## src/rtl/idx_seq_pkg.sv

```systemverilog
package idx_seq_pkg;

   typedef enum logic [1:0] {
      OP_READ  = 2'd0,
      OP_WRITE = 2'd1,
      OP_RMW   = 2'd2,
      OP_RSVD  = 2'd3
   } op_e;

   typedef enum logic [3:0] {
      ST_IDLE,
      ST_PTR_LO,
      ST_PTR_HI,
      ST_PRE,
      ST_FIX_RD,
      ST_STORE,
      ST_RMW_RD,
      ST_RMW_OLD,
      ST_RMW_NEW
   } st_e;

endpackage

```

## src/rtl/idx_addr_calc.sv

```systemverilog
module idx_addr_calc #(
   parameter int DATA_W   = 8,
   parameter bit FULL_ADD = 1'b0,
   parameter int ADDR_W   = 2 * DATA_W
) (
   input  logic [ADDR_W-1:0] base_i,
   input  logic [DATA_W-1:0] idx_i,
   output logic [ADDR_W-1:0] pre_addr_o,
   output logic [ADDR_W-1:0] fix_addr_o,
   output logic              carry_o
);

   logic [DATA_W:0] lo_sum;

   assign lo_sum     = {1'b0, base_i[DATA_W-1:0]} + {1'b0, idx_i};
   assign carry_o    = lo_sum[DATA_W];
   assign pre_addr_o = {base_i[ADDR_W-1:DATA_W], lo_sum[DATA_W-1:0]};

   generate
      if (FULL_ADD) begin : g_full_add
         assign fix_addr_o = base_i + {{DATA_W{1'b0}}, idx_i};
      end else begin : g_high_inc
         logic [DATA_W-1:0] hi_next;
         assign hi_next    = base_i[ADDR_W-1:DATA_W] + {{(DATA_W-1){1'b0}}, lo_sum[DATA_W]};
         assign fix_addr_o = {hi_next, lo_sum[DATA_W-1:0]};
      end
   endgenerate

endmodule

```

## src/rtl/idx_seq_fsm.sv

```systemverilog
module idx_seq_fsm
   import idx_seq_pkg::*;
(
   input  logic clk,
   input  logic rst_n,
   input  logic accept_i,
   input  logic ind_i,
   input  op_e  op_i,
   input  logic carry_i,
   output st_e  st_o,
   output logic done_o
);

   st_e  st_q, st_d;
   logic rd_cls;

   assign rd_cls = (op_i == OP_READ) || (op_i == OP_RSVD);

   always_comb begin
      st_d   = st_q;
      done_o = 1'b0;
      case (st_q)
         ST_IDLE:    if (accept_i) st_d = ind_i ? ST_PTR_LO : ST_PRE;
         ST_PTR_LO:  st_d = ST_PTR_HI;
         ST_PTR_HI:  st_d = ST_PRE;
         ST_PRE: begin
            if (op_i == OP_WRITE)    st_d = ST_STORE;
            else if (op_i == OP_RMW) st_d = ST_RMW_RD;
            else if (rd_cls && carry_i) st_d = ST_FIX_RD;
            else begin
               st_d   = ST_IDLE;
               done_o = 1'b1;
            end
         end
         ST_FIX_RD,
         ST_STORE,
         ST_RMW_NEW: begin
            st_d   = ST_IDLE;
            done_o = 1'b1;
         end
         ST_RMW_RD:  st_d = ST_RMW_OLD;
         ST_RMW_OLD: st_d = ST_RMW_NEW;
         default:    st_d = ST_IDLE;
      endcase
   end

   always_ff @(posedge clk) begin
      if (!rst_n) st_q <= ST_IDLE;
      else        st_q <= st_d;
   end

   assign st_o = st_q;

endmodule

```

## src/rtl/idx_op_regs.sv

```systemverilog
module idx_op_regs
   import idx_seq_pkg::*;
#(
   parameter int DATA_W = 8,
   parameter int ADDR_W = 2 * DATA_W
) (
   input  logic              clk,
   input  logic              rst_n,
   input  logic              cap_i,
   input  logic [ADDR_W-1:0] base_i,
   input  logic [DATA_W-1:0] idx_i,
   input  logic [1:0]        op_i,
   input  logic [DATA_W-1:0] wdata_i,
   input  logic [DATA_W-1:0] mod_i,
   input  st_e               st_i,
   input  logic [DATA_W-1:0] rdata_i,
   input  logic              done_i,
   output logic [ADDR_W-1:0] base_o,
   output logic [DATA_W-1:0] idx_o,
   output op_e               op_o,
   output logic [DATA_W-1:0] ptr_o,
   output logic [DATA_W-1:0] wd_o,
   output logic [DATA_W-1:0] md_o,
   output logic [DATA_W-1:0] old_o,
   output logic [DATA_W-1:0] load_o
);

   always_ff @(posedge clk) begin
      if (!rst_n) begin
         base_o <= '0;
         idx_o  <= '0;
         op_o   <= OP_READ;
         ptr_o  <= '0;
         wd_o   <= '0;
         md_o   <= '0;
         old_o  <= '0;
         load_o <= '0;
      end else begin
         if (cap_i) begin
            base_o <= base_i;
            idx_o  <= idx_i;
            op_o   <= op_e'(op_i);
            ptr_o  <= base_i[DATA_W-1:0];
            wd_o   <= wdata_i;
            md_o   <= mod_i;
         end
         case (st_i)
            ST_PTR_LO: base_o[DATA_W-1:0]      <= rdata_i;
            ST_PTR_HI: base_o[ADDR_W-1:DATA_W] <= rdata_i;
            ST_RMW_RD: old_o                   <= rdata_i;
            default: ;
         endcase
         if (done_i) begin
            if (op_o == OP_RMW)        load_o <= old_o;
            else if (op_o != OP_WRITE) load_o <= rdata_i;
         end
      end
   end

endmodule

```

## src/rtl/idx_bus_seq.sv

```systemverilog
module idx_bus_seq
   import idx_seq_pkg::*;
#(
   parameter int DATA_W       = 8,
   parameter bit HAS_INDIRECT = 1'b1,
   parameter bit FULL_ADD     = 1'b0,
   parameter int ADDR_W       = 2 * DATA_W
) (
   input  logic              clk,
   input  logic              rst_n,
   input  logic              start_i,
   input  logic              mode_i,
   input  logic [1:0]        op_i,
   input  logic [ADDR_W-1:0] base_i,
   input  logic [DATA_W-1:0] index_i,
   input  logic [DATA_W-1:0] wdata_i,
   input  logic [DATA_W-1:0] mod_i,
   input  logic [DATA_W-1:0] bus_rdata_i,
   output logic [ADDR_W-1:0] bus_addr_o,
   output logic              bus_en_o,
   output logic              bus_we_o,
   output logic [DATA_W-1:0] bus_wdata_o,
   output logic              done_o,
   output logic [DATA_W-1:0] load_o
);

   localparam logic [DATA_W-1:0] ZP_PAGE = '0;
   localparam logic [DATA_W-1:0] ONE     = {{(DATA_W-1){1'b0}}, 1'b1};

   generate
      if (DATA_W < 4) begin : g_bad_width
         $error("idx_bus_seq: DATA_W must be at least 4");
      end
      if (ADDR_W != 2 * DATA_W) begin : g_bad_addr
         $error("idx_bus_seq: ADDR_W must be twice DATA_W");
      end
   endgenerate

   st_e               st;
   op_e               op_q;
   logic              accept, ind_eff, carry, done;
   logic [ADDR_W-1:0] base_q, pre_addr, fix_addr;
   logic [DATA_W-1:0] idx_q, ptr_q, wd_q, md_q, old_q;

   assign accept = start_i && (st == ST_IDLE);

   generate
      if (HAS_INDIRECT) begin : g_indirect
         assign ind_eff = mode_i;
      end else begin : g_abs_only
         assign ind_eff = 1'b0;
      end
   endgenerate

   idx_op_regs #(.DATA_W(DATA_W), .ADDR_W(ADDR_W)) regs_i (
      .clk     (clk),
      .rst_n   (rst_n),
      .cap_i   (accept),
      .base_i  (base_i),
      .idx_i   (index_i),
      .op_i    (op_i),
      .wdata_i (wdata_i),
      .mod_i   (mod_i),
      .st_i    (st),
      .rdata_i (bus_rdata_i),
      .done_i  (done),
      .base_o  (base_q),
      .idx_o   (idx_q),
      .op_o    (op_q),
      .ptr_o   (ptr_q),
      .wd_o    (wd_q),
      .md_o    (md_q),
      .old_o   (old_q),
      .load_o  (load_o)
   );

   idx_addr_calc #(.DATA_W(DATA_W), .FULL_ADD(FULL_ADD), .ADDR_W(ADDR_W)) addr_i (
      .base_i     (base_q),
      .idx_i      (idx_q),
      .pre_addr_o (pre_addr),
      .fix_addr_o (fix_addr),
      .carry_o    (carry)
   );

   idx_seq_fsm fsm_i (
      .clk      (clk),
      .rst_n    (rst_n),
      .accept_i (accept),
      .ind_i    (ind_eff),
      .op_i     (op_q),
      .carry_i  (carry),
      .st_o     (st),
      .done_o   (done)
   );

   always_comb begin
      bus_addr_o  = '0;
      bus_we_o    = 1'b0;
      bus_wdata_o = '0;
      case (st)
         ST_IDLE:    bus_addr_o = '0;
         ST_PTR_LO:  bus_addr_o = {ZP_PAGE, ptr_q};
         ST_PTR_HI:  bus_addr_o = {ZP_PAGE, ptr_q + ONE};
         ST_PRE:     bus_addr_o = pre_addr;
         ST_STORE: begin
            bus_addr_o  = fix_addr;
            bus_we_o    = 1'b1;
            bus_wdata_o = wd_q;
         end
         ST_RMW_OLD: begin
            bus_addr_o  = fix_addr;
            bus_we_o    = 1'b1;
            bus_wdata_o = old_q;
         end
         ST_RMW_NEW: begin
            bus_addr_o  = fix_addr;
            bus_we_o    = 1'b1;
            bus_wdata_o = md_q;
         end
         default:    bus_addr_o = fix_addr;
      endcase
   end

   assign bus_en_o = (st != ST_IDLE);
   assign done_o   = done;

endmodule

```

## config.mk

```make
export PLATFORM = sky130hd
export DESIGN_NAME = idx_bus_seq
export DESIGN_NICKNAME = d
export VERILOG_FILES = /design/src/rtl/idx_seq_pkg.sv /design/src/rtl/idx_addr_calc.sv /design/src/rtl/idx_seq_fsm.sv /design/src/rtl/idx_op_regs.sv /design/src/rtl/idx_bus_seq.sv
export SDC_FILE = /design/constraint.sdc
export NUM_CORES = 1
export LEC_CHECK = 0
export ABC_AREA = 1
export BUFFER_PORTS_ARGS = -buffer_cell sky130_fd_sc_hd__buf_2
export CORE_MARGIN = 5
export CORE_UTILIZATION = 58
export CTS_CLUSTER_SIZE = 12
export DETAILED_ROUTE_END_ITERATION = 12
export PLACE_DENSITY = 0.85
export SYNTH_ARGS = -nofsm -noshare
export SYNTH_HDL_FRONTEND = slang
export SYNTH_SLANG_ARGS = --single-unit
```

## constraint.sdc

```tcl
create_clock -name clk -period 2.97 [get_ports clk]
set_input_delay 0.1485 -clock clk [delete_from_list [all_inputs] [get_ports clk]]
set_output_delay 0.1485 -clock clk [all_outputs]
set_load 0.02 [all_outputs]
```

==> results.json, run 1 <==
{
  "status": "completed",
  "drt_first_pass_iters": 5,
  "rows": 29,
  "ios": 89,
  "wl_per_cell_microns": 14.8,
  "cts_setup_buffers": 0,
  "die_y_microns": 90.0,
  "worst-path-buf-inv": 1,
  "rsz0062_at_grt": "no",
  "synth_most_common_cell": "nand2_1",
  "yosys.area.top_type": "dfxtp_1",
  "h-tree-depth": 3,
  "cts_tree": "done",
  "power_density_mw_per_mm2": 575,
  "cp.depth": 13,
  "numCtsBuffers": 9,
  "antenna_found_initial": 0,
  "required_ps": 2820,
  "synth_edf_count": 0,
  "worstMarginPinSlew_ps": 814,
  "wirelength_microns": 10200,
  "syn_to_final_growth_pct": 17.9,
  "synthFlopType": "dfxtp_1",
  "min_path_type": "input port to flop",
  "syn_nets": 598,
  "start_util": 0.592,
  "dieArea_sq_mm": 0.00811,
  "cts_hold_buf": 0,
  "hold_viol": 0,
  "async_reset_ff_frac": 0,
  "clock_path_buffers": 2,
  "ant_nets": 0,
  "clk_latency_ps": 350,
  "path_class": "flop to output pin",
  "viasPerCell": 5.64,
  "worstPathCellList": "ha_1 -> fa_2 -> nand2_1 -> nand2_1 -> nand3_1 -> nand2_1 -> ha_2 -> ha_1 -> nand4_1 -> nor2_1 -> o21ai_0 -> o22ai_1 -> buf_2",
  "synth_compound_area_frac": 0.220,
  "ir_drop_v": 0.000362,
  "synthAdderAreaFrac": 0.0525,
  "synth_seq_cells": 70,
  "synth.top_cells.by_count": "nand2_1, dfxtp_1, inv_1",
  "holdPathStages": 3,
  "setup_viol": 0,
  "cts_root_buffer": "clkbuf_8",
  "leakagePower_nw": 2.01,
  "die_x_microns": 90.0,
  "synth_mux_area_frac": 0,
  "syn_inst": 529,
  "fin_tns_setup_ps": 0,
  "final_layout_size_suffix_gt1_frac": 0.206,
  "period_minus_slack_ps": 2830,
  "grt_overflow": 0,
  "routabilityCongestion": 0.910,
  "drv_slew": 0,
  "post-route-cell-area_sq_mm": 0.00438,
  "cp_top_family": "adder cells",
  "grt_max_degree": 53,
  "grt_pass1_wl_microns": 17100,
  "avgSynthCellArea_sq_um": 7.02,
  "postPlaceCellArea_sq_mm": 0.00415,
  "slowest_stage": "fa_2",
  "ys_seq_area_frac": 0.377,
  "grt_usage": 0.252,
  "dpl.hpwl_microns": 7450,
  "crit_path_start_kind": "flop",
  "worstPathMaxFanout": 4,
  "fin_skew_ps": 5.56,
  "yosys.area_share.simple": 0.243,
  "reg2regPathDepth": 8,
  "clkSinkCount": 70,
  "nNetsFinal": 677,
  "first_global_vias": 3600,
  "syn_area_sq_mm": 0.00371,
  "netlist.area_leader.share": 0.377,
  "vias": 3884,
  "max_stage_delay_ps": 370,
  "cp_common_cell": "nand2_1",
  "drc": 0,
  "yosys_warnings": 0,
  "crit_path_end_kind": "output pin",
  "max_slew_margin": 0.457,
  "fill_cells": 552,
  "port_buffers": 88,
  "n_antenna_cell": 0,
  "synth_xor_xnor_area_share": 0.0118,
  "path_clk_slew_ps": 80,
  "synthTopCellsByArea": "dfxtp_1, nand2_1, a21oi_1",
  "core_region_area_sq_mm": 0.00628,
  "drtIter0Drc": 319,
  "cp_data_arrival_time_ps": 2680,
  "fmax_ghz": 0.353,
  "period_share": 0.954,
  "drv_cap": 0,
  "synth_top_family_by_area": "simple AND/OR/NAND/NOR gates",
  "synth_cell_types": 39
}
## logic make-up after synthesis
| group | count (synthesis) |
|---|---|
| compound gates | 144 |
| flops | 70 |
| buf+inv | 86 |
| simple gates | 209 |
| xor+xnor | 5 |
| fa+ha+maj | 15 |
## metal layers
layer  GRT usage  vias to the layer above  part of all wire
met4       0.103                        0             0.023
met3      0.0501                       21             0.076
li1            -                     1913                 -
met1       0.326                     1795              0.42
met5           0                        -                 0
met2       0.410                      155              0.48
## placed cells by master, fill, tap and decap left out, types with 2 or more instances in the layout
cell,instances
xnor2_1,3
clkbuf_8,10
a31oi_1,17
buf_4,3
nand3_1,20
xor2_1,2
clkinv_1,2
o21ai_1,13
nor2_4,2
nor3_1,5
a21oi_1,48
o21ai_0,42
nand2_1,121
inv_1,56
nor2_1,47
o211ai_1,3
ha_1,13
clkinvlp_4,2
bufinv_16,2
o21bai_1,2
a22o_1,2
o221ai_1,9
o22ai_1,3
nand4_1,2
dfxtp_1,70
nor2_8,2
nor2_2,3
inv_2,5
buf_2,88
nand2_2,4
## timing repair
action	in CTS	in global routing
endpoints found under the hold margin	0	0
resized for setup	0	2
setup endpoints to repair	0	2
## final cells by class
cell class	count	area [sq um]	area share
Multi-Input combinational cell	373	1960	0.448
Clock buffer	10	138	0.0314
Tap cell	77	96.3	0.0220
Inverter	63	236	0.0540
Clock inverter	5	83.8	0.0191
Sequential cell	70	1400	0.320
Timing Repair Buffer	91	463	0.106
## stage by stage
| step | total power [mW] | hold WS, ps | instances | setup slack (ps) | util |
|---|---|---|---|---|---|
| floorplan | 1.51 | 283 | 529 | 668 | - |
| global placement | 1.64 | 370 | 674 | 590 | 0.662 |
| detailed placement | 1.66 | 378 | 674 | 494 | 0.662 |
| CTS | 2.52 | 13.2 | 689 | 78.0 | 0.697 |
| global route | 2.65 | 32.1 | 689 | 1.91 | 0.698 |
| finish | 2.52 | 16.4 | 689 | 137 | 0.698 |
## worst paths after layout
kind / from / to / slack (ps)
setup / recovery: regs_i.idx_o[0] / bus_addr_o[14] / 140
hold reg to reg: regs_i.md_o[5] / regs_i.md_o[5] / 450
hold / removal: index_i[5] / regs_i.idx_o[5] / 20
setup reg to reg: fsm_i.st_o[2] / regs_i.wd_o[5] / 780
## flip-flops by register name, indices dropped and copies added (netlist names)
| name | cells |
|---|---|
| regs_i.wd_o | 8 |
| fsm_i.st_o | 4 |
| regs_i.op_o | 2 |
| regs_i.md_o | 8 |
| regs_i.ptr_o | 8 |
| regs_i.load_o | 8 |
| regs_i.old_o | 8 |
| regs_i.idx_o | 8 |
| regs_i.base_o | 16 |
## power breakdown
| group | leakage (nW) | internal [mW] | switching, mW |
|---|---|---|---|
| sequential | 0.574 | 1.03 | 0.0653 |
| clock | 0.105 | 0.492 | 0.368 |
| combinational | 1.34 | 0.188 | 0.371 |
| total | 2.01 | 1.71 | 0.804 |
## worst reg2reg max path, stage by stage, from the launching register on
cell     delay (ps)
dfxtp_1         350
nor2_4          200
inv_2           170
nor2_2          120
inv_2            80
nor2_8          310
inv_2           410
o21ai_1         320
a21oi_1          80
No activity file was read; power rests on OpenSTA's default activity.
==> inputs of run 2 (changes only) <==
Settings changed: CORE_ASPECT_RATIO from default to 0.6.
==> results.json, run 2 (synthesis gave the netlist of run 1 again) <==
{
  "leakagePower_nw": 2.01,
  "fill_cells": 524,
  "top_register": "regs_i.base_o",
  "core_region_area_sq_mm": 0.00617,
  "start_util": 0.602,
  "numCtsBuffers": 9,
  "viasPerCell": 5.65,
  "worst_hold_slack_ps": 25.8,
  "grt_pass1_wl_microns": 16300,
  "syn_to_final_growth_pct": 17.1,
  "fin_skew_ps": 6.06,
  "wl_met2_microns": 4470,
  "period_share": 0.980,
  "highest_layer": "met4",
  "vias": 3941,
  "rsz0062_at_grt": "no",
  "grt_overflow": 0,
  "nNetsFinal": 677,
  "fin_cells": 697,
  "hold_viol": 0,
  "dpl.hpwl_microns": 7710,
  "clk_latency_ps": 350,
  "crit_path_start_kind": "flop",
  "drv_slew": 0,
  "fin_tns_setup_ps": 0,
  "antenna_found_initial": 0,
  "grt_max_degree": 53,
  "largest_reg_flops": 16,
  "path_class": "flop to output pin",
  "cts_tree": "done",
  "clkSinkCount": 70,
  "worstMarginPinSlew_ps": 829,
  "wl_met1_microns": 4740,
  "drv_cap": 0,
  "cp_data_arrival_time_ps": 2760,
  "n_antenna_cell": 0,
  "min_path_type": "input port to flop",
  "clock_path_buffers": 2,
  "first_global_vias": 3459,
  "ir_drop_v": 0.000318,
  "drt_first_pass_iters": 7,
  "routabilityCongestion": 0.991,
  "dp_cells": 681,
  "required_ps": 2820,
  "worstPathMaxFanout": 4,
  "met3_length_microns": 1180,
  "max_slew_margin": 0.447,
  "die_x_microns": 113,
  "power_density_mw_per_mm2": 550,
  "cts_root_buffer": "clkbuf_8",
  "drtIter0Drc": 376,
  "rows": 22,
  "drc": 0,
  "mostFrequentLayoutCells": "nand2_1, buf_2, dfxtp_1, inv_1, a21oi_1",
  "ios": 89,
  "dieArea_sq_mm": 0.00816,
  "path_clk_slew_ps": 70,
  "final_layout_size_suffix_gt1_frac": 0.204,
  "fmax_ghz": 0.344,
  "h-tree-depth": 3,
  "status": "completed",
  "final_common_cell": "nand2_1",
  "period_minus_slack_ps": 2910,
  "port_buffers": 88,
  "crit_path_end_kind": "output pin",
  "cts_hold_buf": 0,
  "wirelength_microns": 10600,
  "ant_nets": 0,
  "wl_per_cell_microns": 15.1,
  "setup_viol": 0,
  "die_y_microns": 72.0,
  "grt_usage": 0.251
}
[run 2: changes by cell type in the layout (fill, tap and decap cells not counted), sizes merged]
cell and delta:
clkbuf +3, bufinv -2, clkinv +1, clkinvlp -1
[run 2: routing by layer]
metal	vias to the layer above	GRT usage
met1	1790	0.361
met4	0	0.0667
met5	-	0
met2	217	0.358
met3	17	0.0875
li1	1917	-
[run 2: final timing paths]
check,startpoint,endpoint,slack (ps),cells after the start
setup / recovery,regs_i.idx_o[0],bus_addr_o[14],60,13
hold / removal,index_i[5],regs_i.idx_o[5],30,3
setup reg to reg,fsm_i.st_o[2],regs_i.wd_o[6],770,8
hold reg to reg,regs_i.md_o[2],regs_i.md_o[2],460,2
[run 2: layout make-up]
class                      count  area [sq um]  share of cell area
multi-input combinational    373          1960               0.450
sequential                    70          1400               0.322
timing repair buffer          91           463               0.106
inverter                      63           236              0.0543
clock buffer                  13           169              0.0388
tap                           84           105              0.0242
clock inverter                 3          17.5             0.00403
[run 2: critical path, stage by stage, from the launching register on]
cell and delay, ps:
dfxtp_1 310, ha_1 220, fa_1 400, nand2_1 90, nand2_1 70, nand3_1 80, nand2_1 130, ha_2 230
ha_1 220, nand4_1 150, nor2_1 70, o21ai_0 180, o22ai_1 90, buf_2 160
[run 2: where the power goes]
part / total, mW / switching [mW] / internal [mW]
combinational: 0.567 / 0.379 / 0.188
clock: 0.724 / 0.355 / 0.369
sequential: 1.10 / 0.0669 / 1.03
[run 2: per-stage QoR]
step	power, mW	utilization	cell area, sq um	setup WS [ps]
after floorplan	1.51	-	3710	668
after global placement	1.65	0.675	4160	596
after detailed placement	1.67	0.675	4160	480
after CTS	2.39	0.705	4350	100
after global routing	2.51	0.706	4350	23.8
final	2.39	0.706	4350	58.9
[run 2: repair_timing]
item | CTS | global route
buffers inserted | 0 | 0
gates resized for setup | 0 | 1
setup endpoints to repair | 0 | 1
==> inputs of run 3 (changes only) <==
Settings changed: ABC_CLOCK_PERIOD_IN_PS from default to 2970, BUFFER_PORTS_ARGS -buffer_cell sky130_fd_sc_hd__buf_2 to default, CORE_UTILIZATION 58 to 60, DONT_BUFFER_PORTS from default to 1, PLACE_DENSITY 0.85 to 0.76.
==> results.json, run 3 (synthesis gave the netlist of run 1 again) <==
{
  "status": "completed",
  "start_util": 0.613,
  "slowest_stage": "fa_1",
  "fin_skew_ps": 3.71,
  "worst-path-buf-inv": 0,
  "crit_path_start_kind": "flop",
  "cts_root_buffer": "clkbuf_8",
  "top_register": "regs_i.base_o",
  "ant_nets": 0,
  "path_class": "flop to output pin",
  "worstPathCellList": "ha_1 -> fa_1 -> nand2_1 -> nand2_1 -> nand3_1 -> nand2_1 -> ha_2 -> ha_1 -> nand4_1 -> nor2_1 -> o21ai_1 -> o22ai_2",
  "min_from": "rst_n",
  "crit_path_end_kind": "output pin",
  "largest_reg_flops": 16,
  "core_region_area_sq_mm": 0.00606,
  "syn_to_final_growth_pct": 16.8,
  "nNetsFinal": 631,
  "dpl.hpwl_microns": 7350,
  "path_clk_slew_ps": 80,
  "clk_latency_ps": 340,
  "timing.final.ws_setup_ps": 153,
  "grt_pass1_wl_microns": 17100,
  "ios": 89,
  "period_share": 0.949,
  "grt_overflow": 0,
  "n_antenna_cell": 0,
  "drv_slew": 0,
  "cts_tree": "done",
  "numCtsBuffers": 9,
  "regToRegStartpoint": "regs_i.idx_o[0]",
  "power_mw": 2.33,
  "die_y_microns": 71.0,
  "setup_viol": 0,
  "rsz0062_at_grt": "yes",
  "ir_drop_v": 0.000417,
  "max_stage_delay_ps": 410,
  "antenna_found_initial": 0,
  "grt_max_degree": 53,
  "vias": 3808,
  "worstPathMaxFanout": 4,
  "drc": 0,
  "final_layout_size_suffix_gt1_frac": 0.0705,
  "port_buffers": 0,
  "required_ps": 2820,
  "leakagePower_nw": 1.80,
  "drtIter0Drc": 528,
  "place_ws_ps": 462,
  "routabilityCongestion": 0.999,
  "drt_first_pass_iters": 7,
  "cp_top_family": "adder cells",
  "final_common_cell": "nand2_1",
  "fmax_ghz": 0.355,
  "cp_common_cell": "nand2_1",
  "wl_per_cell_microns": 16.6,
  "grt_usage": 0.270,
  "min_path_type": "input port to flop",
  "clock_path_buffers": 2,
  "worst_hold_slack_ps": 19.1,
  "cts_setup_buffers": 0,
  "drv_cap": 0,
  "die_x_microns": 112,
  "dieArea_sq_mm": 0.00792,
  "mostFrequentLayoutCells": "nand2_1, dfxtp_1, inv_1, a21oi_1, nor2_1",
  "cp_data_arrival_time_ps": 2670,
  "rows": 22,
  "power_density_mw_per_mm2": 537,
  "h-tree-depth": 3,
  "first_global_vias": 3493,
  "viasPerCell": 5.85,
  "post-route-util": 0.717,
  "wirelength_microns": 10800,
  "clkSinkCount": 70,
  "hold_viol": 0,
  "max_slew_margin": 0.450,
  "cp-startpoint": "regs_i.idx_o[0]",
  "worstMarginPinSlew_ps": 824,
  "period_minus_slack_ps": 2820
}
## run 3: cell count changes in the layout (fill, tap and decap cells not counted), sizes merged
cell         change
buf             -88
clkbuf           -4
clkinv           +4
dlygate4sd3     +42
## run 3: per-layer routing
layer  routed length, microns  share of wire  global-route usage  vias up
met5                        0              0                   0        -
met4                      176          0.016              0.0796        0
met3                     1120           0.10              0.0821       23
met2                     4660           0.43               0.409      224
met1                     4820           0.45               0.374     1735
li1                         -              -                   -     1826
## run 3: stage by stage
step	area [sq um]	cells	TNS, ps
final	4340	651	0
after detailed placement	3710	592	0
after global routing	4340	651	-15.4
after global placement	3710	592	0
after CTS	4320	651	0
after floorplan	3710	529	0
## run 3: cell type report
type                       count  area (sq um)
clock buffer                   9           124
clock inverter                 7          41.3
fill                         480          1720
inverter                      63           236
multi-input combinational    373          1980
sequential                    70          1400
tap                           84           105
timing repair buffer          45           455
## run 3: where the power goes
group	leakage [nW]	internal, mW	switching [mW]	total, mW
combinational	1.13	0.186	0.366	0.551
clock	0.0885	0.297	0.372	0.669
sequential	0.574	1.03	0.0768	1.11
total	1.80	1.52	0.814	2.33
## run 3: final timing paths
check | end | depth (start not counted) | slack [ps]
setup reg to reg | regs_i.load_o[0] | 12 | 670
hold reg to reg | regs_i.md_o[3] | 2 | 460
setup / recovery | bus_addr_o[14] | 12 | 150
hold / removal | fsm_i.st_o[0] | 2 | 20
## run 3: repair_timing
| item | in CTS | in global routing |
|---|---|---|
| hold buffers | 43 | 0 |
| endpoints found under the setup margin | 0 | 2 |
| gates resized for setup | 0 | 5 |
| hold endpoints to repair | 60 | 0 |
